## src/rtl/dmach_pkg.sv

```systemverilog
package dmach_pkg;

   localparam int UNIT_W = 16;

   // address step codes
   localparam logic [1:0] STEP_HOLD = 2'b00;
   localparam logic [1:0] STEP_INC  = 2'b01;
   localparam logic [1:0] STEP_DEC  = 2'b10;

   // transfer modes: bit0 = block, bit1 = repeated
   localparam logic [1:0] XM_SINGLE  = 2'b00;
   localparam logic [1:0] XM_BLOCK   = 2'b01;
   localparam logic [1:0] XM_RSINGLE = 2'b10;
   localparam logic [1:0] XM_RBLOCK  = 2'b11;

   // length prefix counting variants
   localparam logic [1:0] VL_PFX_N  = 2'b00;
   localparam logic [1:0] VL_N      = 2'b01;
   localparam logic [1:0] VL_PFX_N1 = 2'b10;
   localparam logic [1:0] VL_PFX_N2 = 2'b11;

   typedef enum logic [1:0] {
      ST_OFF  = 2'b00,
      ST_WAIT = 2'b01,
      ST_RD   = 2'b10,
      ST_WR   = 2'b11
   } dmach_st_e;

endpackage

```

## src/rtl/dmach_step.sv

```systemverilog
module dmach_step #(
   parameter int AW = 16
) (
   input  logic [AW-1:0] ptr,
   input  logic [1:0]    mode,
   input  logic          word,
   output logic [AW-1:0] nxt
);
   import dmach_pkg::*;

   localparam logic [AW-1:0] STRIDE_B = AW'(1);
   localparam logic [AW-1:0] STRIDE_W = AW'(2);

   logic [AW-1:0] stride;

   always_comb begin
      stride = word ? STRIDE_W : STRIDE_B;
      case (mode)
         STEP_INC: nxt = ptr + stride;
         STEP_DEC: nxt = ptr - stride;
         default:  nxt = ptr;
      endcase
   end
endmodule

```

## src/rtl/dmach_lencalc.sv

```systemverilog
module dmach_lencalc #(
   parameter int LEN_W   = 13,
   parameter bit VLEN_EN = 1'b1
) (
   input  logic [15:0]      unit,
   input  logic             word,
   input  logic             m8,
   input  logic [1:0]       opt,
   input  logic [LEN_W-1:0] cap,
   output logic [LEN_W-1:0] tot,
   output logic             keep
);
   import dmach_pkg::*;

   generate
      if (VLEN_EN) begin : g_vlen
         logic [15:0] n16;
         logic [15:0] add16;
         logic [15:0] raw;
         logic [15:0] cap16;

         always_comb begin
            if (word)    n16 = {3'b000, unit[12:0]};
            else if (m8) n16 = {8'h00, unit[7:0]};
            else         n16 = {9'h000, unit[6:0]};
            case (opt)
               VL_PFX_N:  add16 = 16'd1;
               VL_N:      add16 = 16'd0;
               VL_PFX_N1: add16 = 16'd2;
               default:   add16 = 16'd3;
            endcase
            raw   = n16 + add16;
            cap16 = 16'(cap);
            tot   = (raw > cap16) ? cap : raw[LEN_W-1:0];
            keep  = (opt != VL_N);
         end
      end else begin : g_fixed
         assign tot  = cap;
         assign keep = 1'b0;
      end
   endgenerate
endmodule

```

## src/rtl/vlen_dma_chan.sv

```systemverilog
module vlen_dma_chan #(
   parameter int AW      = 16,
   parameter int LEN_W   = 13,
   parameter bit VLEN_EN = 1'b1
) (
   input  logic             clk,
   input  logic             rst_n,
   input  logic             arm,
   input  logic [AW-1:0]    cfg_src,
   input  logic [AW-1:0]    cfg_dst,
   input  logic [LEN_W-1:0] cfg_len,
   input  logic             cfg_vlen,
   input  logic [1:0]       cfg_vlen_opt,
   input  logic             cfg_m8,
   input  logic             cfg_word,
   input  logic [1:0]       cfg_src_step,
   input  logic [1:0]       cfg_dst_step,
   input  logic [1:0]       cfg_mode,
   input  logic             cfg_irq_en,
   input  logic             trig,
   output logic             mem_rd_en,
   output logic [AW-1:0]    mem_rd_addr,
   input  logic [15:0]      mem_rd_data,
   output logic             mem_wr_en,
   output logic [AW-1:0]    mem_wr_addr,
   output logic [15:0]      mem_wr_data,
   output logic             mem_wr_word,
   output logic             armed,
   output logic             busy,
   output logic             irq
);
   import dmach_pkg::*;

   localparam logic [LEN_W-1:0] LEN_ONE  = LEN_W'(1);
   localparam logic [LEN_W-1:0] LEN_ZERO = '0;

   generate
      if (AW < 2 || AW > 32) begin : g_bad_aw
         $error("vlen_dma_chan: AW out of range");
      end
      if (LEN_W < 1 || LEN_W > 16) begin : g_bad_len
         $error("vlen_dma_chan: LEN_W out of range");
      end
   endgenerate

   // latched configuration
   logic [AW-1:0]    c_src0, c_dst0;
   logic [LEN_W-1:0] c_len;
   logic             c_vlen, c_m8, c_word, c_irqen;
   logic [1:0]       c_opt, c_sstep, c_dstep, c_mode;

   // run state
   dmach_st_e        st_q, st_d;
   logic [AW-1:0]    src_q, src_d, dst_q, dst_d;
   logic [LEN_W-1:0] rem_q, rem_d;
   logic             pfx_q, pfx_d;
   logic             irq_q;

   logic             load, done, do_wr;
   logic [AW-1:0]    src_nxt, dst_nxt;
   logic [LEN_W-1:0] vl_tot;
   logic             vl_keep;
   logic             is_blk, is_rpt;

   assign is_blk = c_mode[0];
   assign is_rpt = c_mode[1];

   dmach_step #(.AW(AW)) u_src_step (
      .ptr  (src_q),
      .mode (c_sstep),
      .word (c_word),
      .nxt  (src_nxt)
   );

   dmach_step #(.AW(AW)) u_dst_step (
      .ptr  (dst_q),
      .mode (c_dstep),
      .word (c_word),
      .nxt  (dst_nxt)
   );

   dmach_lencalc #(.LEN_W(LEN_W), .VLEN_EN(VLEN_EN)) u_len (
      .unit (mem_rd_data),
      .word (c_word),
      .m8   (c_m8),
      .opt  (c_opt),
      .cap  (c_len),
      .tot  (vl_tot),
      .keep (vl_keep)
   );

   always_comb begin
      st_d  = st_q;
      src_d = src_q;
      dst_d = dst_q;
      rem_d = rem_q;
      pfx_d = pfx_q;
      load  = 1'b0;
      done  = 1'b0;
      do_wr = 1'b0;
      case (st_q)
         ST_OFF: begin
            if (arm) load = 1'b1;
         end
         ST_WAIT: begin
            if (arm) begin
               load = 1'b1;
            end else if (trig) begin
               if (!pfx_q && rem_q == LEN_ZERO) done = 1'b1;
               else                             st_d = ST_RD;
            end
         end
         ST_RD: begin
            st_d = ST_WR;
         end
         default: begin
            src_d = src_nxt;
            if (pfx_q) begin
               pfx_d = 1'b0;
               if (vl_tot == LEN_ZERO) begin
                  done = 1'b1;
               end else if (vl_keep) begin
                  do_wr = 1'b1;
                  rem_d = vl_tot - LEN_ONE;
                  if (vl_tot == LEN_ONE) done = 1'b1;
                  else                   st_d = is_blk ? ST_RD : ST_WAIT;
               end else begin
                  rem_d = vl_tot;
                  st_d  = ST_RD;
               end
            end else begin
               do_wr = 1'b1;
               rem_d = rem_q - LEN_ONE;
               if (rem_q == LEN_ONE) done = 1'b1;
               else                  st_d = is_blk ? ST_RD : ST_WAIT;
            end
            if (do_wr) dst_d = dst_nxt;
         end
      endcase

      if (load) begin
         st_d  = ST_WAIT;
         src_d = cfg_src;
         dst_d = cfg_dst;
         rem_d = cfg_len;
         pfx_d = cfg_vlen && VLEN_EN;
      end
      if (done) begin
         if (is_rpt) begin
            st_d  = ST_WAIT;
            src_d = c_src0;
            dst_d = c_dst0;
            rem_d = c_len;
            pfx_d = c_vlen && VLEN_EN;
         end else begin
            st_d = ST_OFF;
         end
      end
   end

   always_ff @(posedge clk or negedge rst_n) begin
      if (!rst_n) begin
         st_q  <= ST_OFF;
         src_q <= '0;
         dst_q <= '0;
         rem_q <= '0;
         pfx_q <= 1'b0;
         irq_q <= 1'b0;
      end else begin
         st_q  <= st_d;
         src_q <= src_d;
         dst_q <= dst_d;
         rem_q <= rem_d;
         pfx_q <= pfx_d;
         irq_q <= done && c_irqen;
      end
   end

   always_ff @(posedge clk or negedge rst_n) begin
      if (!rst_n) begin
         c_src0  <= '0;
         c_dst0  <= '0;
         c_len   <= '0;
         c_vlen  <= 1'b0;
         c_opt   <= 2'b00;
         c_m8    <= 1'b0;
         c_word  <= 1'b0;
         c_sstep <= STEP_HOLD;
         c_dstep <= STEP_HOLD;
         c_mode  <= XM_SINGLE;
         c_irqen <= 1'b0;
      end else if (load) begin
         c_src0  <= cfg_src;
         c_dst0  <= cfg_dst;
         c_len   <= cfg_len;
         c_vlen  <= cfg_vlen;
         c_opt   <= cfg_vlen_opt;
         c_m8    <= cfg_m8;
         c_word  <= cfg_word;
         c_sstep <= cfg_src_step;
         c_dstep <= cfg_dst_step;
         c_mode  <= cfg_mode;
         c_irqen <= cfg_irq_en;
      end
   end

   assign mem_rd_en   = (st_q == ST_RD);
   assign mem_rd_addr = src_q;
   assign mem_wr_en   = do_wr;
   assign mem_wr_addr = dst_q;
   assign mem_wr_data = mem_rd_data;
   assign mem_wr_word = c_word;
   assign armed       = (st_q != ST_OFF);
   assign busy        = (st_q == ST_RD) || (st_q == ST_WR);
   assign irq         = irq_q;

endmodule

```

## config.mk

```make
export PLATFORM = sky130hd
export DESIGN_NAME = vlen_dma_chan
export DESIGN_NICKNAME = d
export VERILOG_FILES = /design/src/rtl/dmach_pkg.sv /design/src/rtl/dmach_step.sv /design/src/rtl/dmach_lencalc.sv /design/src/rtl/vlen_dma_chan.sv
export SDC_FILE = /design/constraint.sdc
export NUM_CORES = 1
export LEC_CHECK = 0
export ABC_AREA = 1
export BUFFER_PORTS_ARGS = -buffer_cell sky130_fd_sc_hd__buf_2
export CAP_MARGIN = 20
export CORE_ASPECT_RATIO = 1.2
export CORE_MARGIN = 2
export CORE_UTILIZATION = 55
export CTS_CLUSTER_SIZE = 8
export DETAILED_ROUTE_END_ITERATION = 12
export GPL_ROUTABILITY_DRIVEN = 0
export HOLD_SLACK_MARGIN = 0.08
export PLACE_DENSITY = 0.78
export SLEW_MARGIN = 20
export SYNTH_ARGS = -nofsm -noshare
export SYNTH_HDL_FRONTEND = slang
export SYNTH_SLANG_ARGS = --single-unit
```

## constraint.sdc

```tcl
create_clock -name clk -period 12.1 [get_ports clk]
set_input_delay 1.21 -clock clk [delete_from_list [all_inputs] [get_ports clk]]
set_output_delay 1.21 -clock clk [all_outputs]
set_load 0.05 [all_outputs]
```

==> flow_summary.toml, run 1 <==
[run_status]
status = "complete, no violations"

[synthesis]
synth_fp_nets = 1372
yosysWarnings = 0
ys_ff_latch = 106
netlist_top_cells_area = "dfrtp_1 31%, nand2_1 16%, ha_1 8.4%"
synth_top_cell_by_area = "dfrtp_1"
synth_ff_type = "dfrtp_1"
synth-edff-count = 0
ys_async_sr_fraction = 1.00
synthDistinctLibCells = 42
synthesis.area_um2 = 8510
ys_seq_area_frac = 0.312
syn_inst = 1235
synth.most_common_cell = "nand2_1"
syn_area_per_cell_um2 = 6.89
yosys.area.top_type_share = 0.312
synthTopCellsByCount = "364 x nand2_1, 142 x inv_1, 106 x dfrtp_1"

[timing]
rsz0062_at_grt = "false"
hold_viol = 0
tightest_slew_ns = 0.889
fin_crit_ns = 6.51
slew_headroom = 0.407
setup_tns_ns = 0
finClkSkew_ns = 0.00740
finalCritPeriodShare = 0.538
drv_slew = 0
setup_violations = 0
max_freq_mhz = 154

[critical_path]
rr_startpoint = "c_opt[0]"
crit_type = "input pin to primary output"
cpPeakStageDelay_ns = 0.43
critPathBufInv = 5
cp_max_fo = 13
cpMostUsedCell = "nand2_1"
crit_slowest_cell = "fa_1"
cp_top_family = "simple AND/OR/NAND/NOR gates"
cp.required_ns = 10.89
cp.arrival_ns = 5.30
startpoint = "mem_rd_data[0]"
critPathCaptureType = "primary output"
crit_path_start_kind = "input pin"

[final_layout]
diodes = 0
final_nets = 1453
final_area_um2 = 9390
areaGrowthSynthToFinish_pct = 10.3
seqCellArea_um2 = 2650
fillers = 1477
multi_input_area_um2 = 4970
final_layout_size_suffix_gt1_frac = 0.150

[grt]
grtUsageTotal = 0.264
antenna_found_initial = 0
gr-total-overflow = 0
grt_pass1_wl_um = 36100
grt_pass1_vias = 7675
grt_max_degree = 90

[placed_design]
port_buffers = 124
place_hpwl_um = 15400
placed_cell_area_um2 = 9110

[detailed_routing]
first_pass_iters = 7
drtIter0Drc = 815
wl_per_cell_um = 14.0
routed_wl_um = 21300
drc = 0
avgViaCountPerCell = 5.28
num_vias = 8056
ant_nets = 0

[die]
fp.dieW_um = 118
die_h_um = 140
core_um2 = 15100
initial_core_util = 0.564
rows = 49
dieArea_um2 = 16500
pin_count = 131

[clock_network]
h-tree-depth = 3
clockBufferDepth = 2
cts_buffers = 9
cts_tree = "yes"
clock_sinks = 106
cts_setup_buffers = 0
path_clk_slew_ns = 0.08
cts.hold.buffers_added = 0
clk_latency_ns = 0.36
clockRootBuffer = "clkbuf_16"
cts_resized = 0

[worst_hold_path]
min_from = "c_src0[8]"
min_path_type = "flip-flop to flip-flop"

[job]
drv_cap = 0

[power]
max-vdd-ir-drop_uv = 147
switching_share = 0.552
pwr-share-seq = 0.231
clock_power_share = 0.096
leakage_nw = 5.14
power_frac_comb = 0.673
switchingPower_w = 0.00167
p_per_area_nw_per_um2 = 323
p_int_w = 0.00136
==> registers in the layout, summed over array words and instances (netlist names), 2 cells and up <==
| signal | cells |
|---|---|
| mem_rd_addr | 16 |
| c_opt | 2 |
| c_len | 13 |
| st_q | 2 |
| c_src0 | 16 |
| c_dst0 | 16 |
| c_sstep | 2 |
| mem_wr_addr | 16 |
| c_mode | 2 |
| c_dstep | 2 |
| rem_q | 13 |
==> per-layer routing <==
metal | wire length, µm | GRT usage | share of wire | vias to the layer above
li1 | - | - | - | 4140
met1 | 9600 | 0.345 | 0.45 | 3640
met2 | 10200 | 0.455 | 0.48 | 236
met3 | 1010 | 0.0362 | 0.047 | 40
met4 | 538 | 0.0856 | 0.025 | 0
met5 | 0 | 0 | 0 | -
==> worst paths after layout <==
path / slack, ns / endpoint / depth (start not counted)
min in group asynchronous: 0.84 / c_opt[0] / 1
worst max-delay path: 5.59 / mem_wr_en / 26
max in group asynchronous: 10.03 / mem_wr_addr[10] / 2
worst max register to register: 6.28 / mem_rd_addr[3] / 33
worst min-delay path: 0.47 / c_src0[8] / 2
worst min register to register: 0.47 / c_src0[8] / 2
==> worst reg2reg max path: cells and delay by family (launching register included) <==
kind | cells | cell delay [ns]
buffers and inverters | 5 | 0.35
flip-flops | 1 | 0.39
AO/OA/AOI/OAI | 1 | 0.42
XOR/XNOR | 1 | 0.17
AND/OR/NAND/NOR | 21 | 3.00
adder cells (fa/ha/maj) | 5 | 1.36
==> cells by family after synthesis <==
| logic type | share of synthesized area |
|---|---|
| AOI/OAI and AO/OA | 0.132 |
| xor gates and xnor gates | 0.0422 |
| adders and majority gates | 0.0908 |
| DFF | 0.312 |
| buffers and inverters | 0.106 |
| and+or+nand+nor | 0.317 |
==> power groups by stage <==
stage                     Sequential (W)  Combinational (W)  Clock, W
final                           0.000699            0.00204  0.000292
after CTS                       0.000697            0.00203  0.000296
after global placement          0.000698            0.00197         0
after floorplan                 0.000840            0.00145         0
after detailed placement        0.000702            0.00201         0
after global routing            0.000722            0.00231  0.000312
==> final cells by class <==
| cell class | count | share of cell area |
|---|---|---|
| tap | 204 | 0.0272 |
| multi-input combinational | 918 | 0.529 |
| timing repair buffer | 129 | 0.0703 |
| clock buffer | 11 | 0.0258 |
| sequential | 106 | 0.282 |
| inverter | 152 | 0.0607 |
| clock inverter | 5 | 0.00479 |
==> placed cells by master (no fill, tap or decap), types with 2 or more instances in the layout <==
cell type  synthesis  final
nand2_2            8      8
o21ai_1            6      6
nand3_1           95     95
o31ai_1            2      2
nor2_1            79     79
nand4_1           22     22
a31oi_1            2      2
fa_1               3      3
inv_1            142    141
buf_2              6    123
o211ai_1          10     10
dfrtp_1          106    106
nand3_2            6      6
a21o_1             2      2
nor4_1             3      3
o21ai_0           76     76
a21boi_0          24     24
a21oi_2            2      2
ha_1              57     57
nand2_1          364    364
nor3_1             8      8
xor2_1            27     27
a21oi_1           69     68
clkinv_1           3      3
nand2_4            6      6
clkbuf_16          0      9
o2111ai_1          2      2
buf_4             18      6
inv_2              7      8
nor2_4             2      2
clkinv_4           0      2
xnor2_1           14     14
nor2_2            18     18
o21bai_1           4      4
==> stage by stage <==
step,worst slack [ns],utilization,hold slack [ns],cells,power (W)
floorplan,6.05,-,0.437,1235,0.00229
CTS,5.63,0.623,0.473,1525,0.00302
global placement,5.76,0.604,0.448,1509,0.00267
finish,5.59,0.623,0.469,1525,0.00303
global route,5.16,0.623,0.489,1525,0.00335
detailed placement,5.65,0.604,0.454,1509,0.00272
No activity file was read; power rests on OpenSTA's default activity.
==> inputs of run 2 (changes only) <==
- clock period: 12.1 -> 6.67 ns (I/O delays scaled with it)
==> run 2 against run 1 <==
- sequential power rose by 80%
- utilization rose by 0.35 points
- critical endpoint unchanged
- total power rose by 84%
- sequential share of layout area fell by 0.16 points
==> flow_summary.toml, run 2 (synthesis results as in run 1) <==
[critical_path]
cp_top_family = "simple AND/OR/NAND/NOR gates"
cpPeakStageDelay_ns = 0.42
crit_slowest_cell = "fa_1"
crit_cells = 28
crit_path_start_kind = "flip-flop"
critPathBufInv = 5
cp.required_ns = 6.00
critPathCaptureType = "primary output"
cp.arrival_ns = 5.07
cp_max_fo = 13
crit_type = "flip-flop to primary output"
r2r_cells = 33
cpMostUsedCell = "nand2_1"

[timing]
finClkSkew_ns = 0.00674
finalCritPeriodShare = 0.860
hold_viol = 0
whs_ns = 0.273
drv_slew = 0
max_freq_mhz = 174
setup_tns_ns = 0
setup_violations = 0
tightest_slew_ns = 0.888
rsz0062_at_grt = "false"
fin_crit_ns = 5.73
slew_headroom = 0.408

[die]
initial_core_util = 0.564
pin_count = 131
rows = 49
core_um2 = 15100
die_h_um = 140
dieArea_um2 = 16500
fp.dieW_um = 118

[grt]
grt_pass1_wl_um = 36300
grt_max_degree = 90
antenna_found_initial = 0
grt_pass1_vias = 7828
grtUsageTotal = 0.264
gr-total-overflow = 0

[final_layout]
layout.cells.most_common_list = "364 x nand2_1, 141 x inv_1, 123 x buf_2, 106 x dfrtp_1, 95 x nand3_1"
final_layout_size_suffix_gt1_frac = 0.151
diodes = 0
final_nets = 1454
final_common_cell = "nand2_1"
fillers = 1446
areaGrowthSynthToFinish_pct = 11.0

[placed_design]
place_hpwl_um = 15600
port_buffers = 124

[power]
power_frac_comb = 0.666
pwr-share-seq = 0.225
clock_power_share = 0.108
leakage_nw = 5.17
p_int_w = 0.00254
p_per_area_nw_per_um2 = 592
switching_share = 0.546
max-vdd-ir-drop_uv = 233
switchingPower_w = 0.00305

[clock_network]
clock_sinks = 106
clockBufferDepth = 2
cts.hold.buffers_added = 0
path_clk_slew_ns = 0.07
cts_buffers = 9
clockRootBuffer = "clkbuf_16"
cts_setup_buffers = 0
cts_resized = 0
clk_latency_ns = 0.35
cts_tree = "yes"
h-tree-depth = 3

[detailed_routing]
first_pass_iters = 6
num_vias = 8081
ant_nets = 0
drc = 0
avgViaCountPerCell = 5.30
wl_per_cell_um = 13.8
routed_wl_um = 21100
drtIter0Drc = 530

[run_status]
status = "complete, no violations"

[job]
drv_cap = 0

[worst_hold_path]
min_path_type = "input pin to async pin"
[run 2: cell count changes in the layout (fill, tap and decap cells not counted), sizes merged]
cell and delta:
bufinv +2, buf +1, clkbuf -1, clkinv -1, clkinvlp -1, inv +1
[run 2: metrics by stage]
step | utilization | cell area (µm²) | setup slack (ns) | cells | total power [W]
floorplan | - | 8510 | 1.70 | 1235 | 0.00416
global placement | 0.604 | 9110 | 1.23 | 1510 | 0.00485
detailed placement | 0.604 | 9110 | 1.05 | 1510 | 0.00494
CTS | 0.626 | 9450 | 0.968 | 1526 | 0.00558
global route | 0.626 | 9450 | 0.383 | 1526 | 0.00618
finish | 0.626 | 9450 | 0.937 | 1526 | 0.00560
[run 2: area by class of cell]
type                    instances  area (µm²)  share of cell area
repair buffers                130         668              0.0707
flip-flops and latches        106        2650               0.281
multi-input cells             918        4970               0.526
well taps                     204         255              0.0270
clock buffers                  10         239              0.0253
clock inverters                 6        93.8             0.00993
inverters                     152         571              0.0604
[run 2: path summary, 6_finish.rpt]
path	start	to	slack, ns
setup / recovery	c_opt[0]	mem_wr_en	0.94
max in group asynchronous	rst_n	mem_wr_addr[7]	5.14
min in group clk	c_src0[6]	c_src0[6]	0.47
hold reg to reg	c_src0[6]	c_src0[6]	0.47
setup reg to reg	c_opt[0]	mem_rd_addr[0]	1.07
hold / removal	rst_n	c_opt[1]	0.27
[run 2: metal layers]
metal  GRT usage  part of all wire
met1       0.349              0.45
met2       0.451              0.48
met3      0.0318             0.047
met4      0.0900             0.025
met5           0                 0
[run 2: worst register-to-register path, delay by kind of cell, from the launching register on]
family	cells	cell delay (ns)
and+or+nand+nor	21	2.92
adders and majority gates	5	1.32
DFF	1	0.38
AOI/OAI and AO/OA	1	0.38
buffers and inverters	5	0.32
xor gates and xnor gates	1	0.17
[run 2: power groups by stage]
stage | combinational [W] | clock (W) | sequential [W]
floorplan | 0.00264 | 0 | 0.00152
global placement | 0.00358 | 0 | 0.00126
detailed placement | 0.00367 | 0 | 0.00127
CTS | 0.00371 | 0.000608 | 0.00126
global route | 0.00424 | 0.000637 | 0.00130
finish | 0.00373 | 0.000605 | 0.00126
==> inputs of run 3 (changes only) <==
- CTS_BUF_LIST: not set -> sky130_fd_sc_hd__clkbuf_16
- SKIP_LAST_GASP: not set -> 1
==> run 3 against run 2 <==
- global-route usage did not move
- design area fell by 0.11%
- critical path depth did not move
- combinational power barely moved
- maximum frequency fell by 0.15%
==> flow_summary.toml, run 3 (synthesis results as in run 1) <==
[power]
switching_share = 0.547
switchingPower_w = 0.00305
p_per_area_nw_per_um2 = 592
max-vdd-ir-drop_uv = 231
pwr-share-seq = 0.226
clock_power_share = 0.106
leakage_nw = 5.17
p_int_w = 0.00253
power_w = 0.00559
power_frac_comb = 0.668

[clock_network]
clk_latency_ns = 0.35
cts_setup_buffers = 0
path_clk_slew_ns = 0.07
cts_tree = "yes"
clockBufferDepth = 2
clock_sinks = 106
clockRootBuffer = "clkbuf_16"
h-tree-depth = 3
cts_buffers = 9
cts_resized = 0
cts.hold.buffers_added = 0

[run_status]
status = "complete, no violations"

[detailed_routing]
wl_per_cell_um = 13.8
routed_wl_um = 21100
met3_wirelength_um = 965
wl_met1_um = 9540
maxUsedRoutingLayer = "met4"
num_vias = 8067
ant_nets = 0
drc = 0
wl_met2_um = 10100
drtIter0Drc = 529
avgViaCountPerCell = 5.29
first_pass_iters = 5

[critical_path]
crit_cells = 28
critPathBufInv = 5
critPathCaptureType = "primary output"
crit_type = "flip-flop to primary output"
crit_slowest_cell = "fa_1"
cp.required_ns = 6.00
cp.arrival_ns = 5.08
startpoint = "c_opt[0]"
rr_startpoint = "c_opt[0]"
cp_top_family = "simple AND/OR/NAND/NOR gates"
crit_path_start_kind = "flip-flop"
cp_max_fo = 13
cpMostUsedCell = "nand2_1"
r2r_cells = 33
cpPeakStageDelay_ns = 0.42

[die]
dieArea_um2 = 16500
fp.dieW_um = 118
core_um2 = 15100
rows = 49
die_h_um = 140
initial_core_util = 0.564
pin_count = 131

[timing]
slew_headroom = 0.420
whs_ns = 0.273
tightest_slew_ns = 0.870
drv_slew = 0
setup_violations = 0
finalCritPeriodShare = 0.861
finClkSkew_ns = 0.00678
hold_viol = 0
rsz0062_at_grt = "false"
setup_tns_ns = 0
max_freq_mhz = 174
fin_crit_ns = 5.74

[final_layout]
final_common_cell = "nand2_1"
diodes = 0
final_layout_size_suffix_gt1_frac = 0.151
areaGrowthSynthToFinish_pct = 10.8
layout.cells.most_common_list = "364 x nand2_1, 141 x inv_1, 123 x buf_2, 106 x dfrtp_1, 95 x nand3_1"
fillers = 1445
final_nets = 1454

[placed_design]
port_buffers = 124
place_hpwl_um = 15600

[grt]
grt_pass1_vias = 7828
grt_pass1_wl_um = 36300
antenna_found_initial = 0
gr-total-overflow = 0
grtUsageTotal = 0.264
grt_max_degree = 90

[job]
drv_cap = 0

[worst_hold_path]
min_path_type = "input pin to async pin"
-- run 3: cell types whose count changed in the layout (fill, tap and decap cells not counted) --
cell / previous run / this run
clkbuf_8: 1 / 0
clkinv_1: 3 / 4
-- run 3: layout make-up --
class | instances | area, µm² | share of cell area
timing repair buffer | 130 | 668 | 0.0708
multi-input combinational | 918 | 4970 | 0.526
tap | 204 | 255 | 0.0270
clock inverter | 7 | 97.6 | 0.0103
clock buffer | 9 | 225 | 0.0239
sequential | 106 | 2650 | 0.281
inverter | 152 | 571 | 0.0605
-- run 3: metrics by stage --
step | setup WS [ns] | utilization | area, µm² | cells
after floorplan | 1.70 | - | 8510 | 1235
after global placement | 1.23 | 0.604 | 9110 | 1510
after detailed placement | 1.05 | 0.604 | 9110 | 1510
after CTS | 0.968 | 0.626 | 9440 | 1526
after global routing | 0.383 | 0.626 | 9440 | 1526
final | 0.928 | 0.626 | 9440 | 1526
-- run 3: layer usage --
metal | vias to the layer above | GRT usage
met1 | 3667 | 0.349
met4 | 0 | 0.0900
met3 | 36 | 0.0318
met5 | - | 0
met2 | 237 | 0.451
li1 | 4127 | -
-- run 3: final timing paths --
path                                  endpoint  slack (ns)
worst max-delay path                 mem_wr_en        0.93
worst min-delay path                  c_opt[1]        0.27
worst min register to register       c_src0[6]        0.47
min in group clk                     c_src0[6]        0.47
max in group asynchronous       mem_wr_addr[7]        5.15
worst max register to register  mem_rd_addr[0]        1.07
-- run 3: power by group through the flow --
stage               combinational [W]  clock (W)  sequential (W)
floorplan                     0.00264          0         0.00152
global placement              0.00358          0         0.00126
detailed placement            0.00367          0         0.00127
CTS                           0.00371   0.000596         0.00126
global route                  0.00424   0.000625         0.00130
finish                        0.00373   0.000594         0.00126
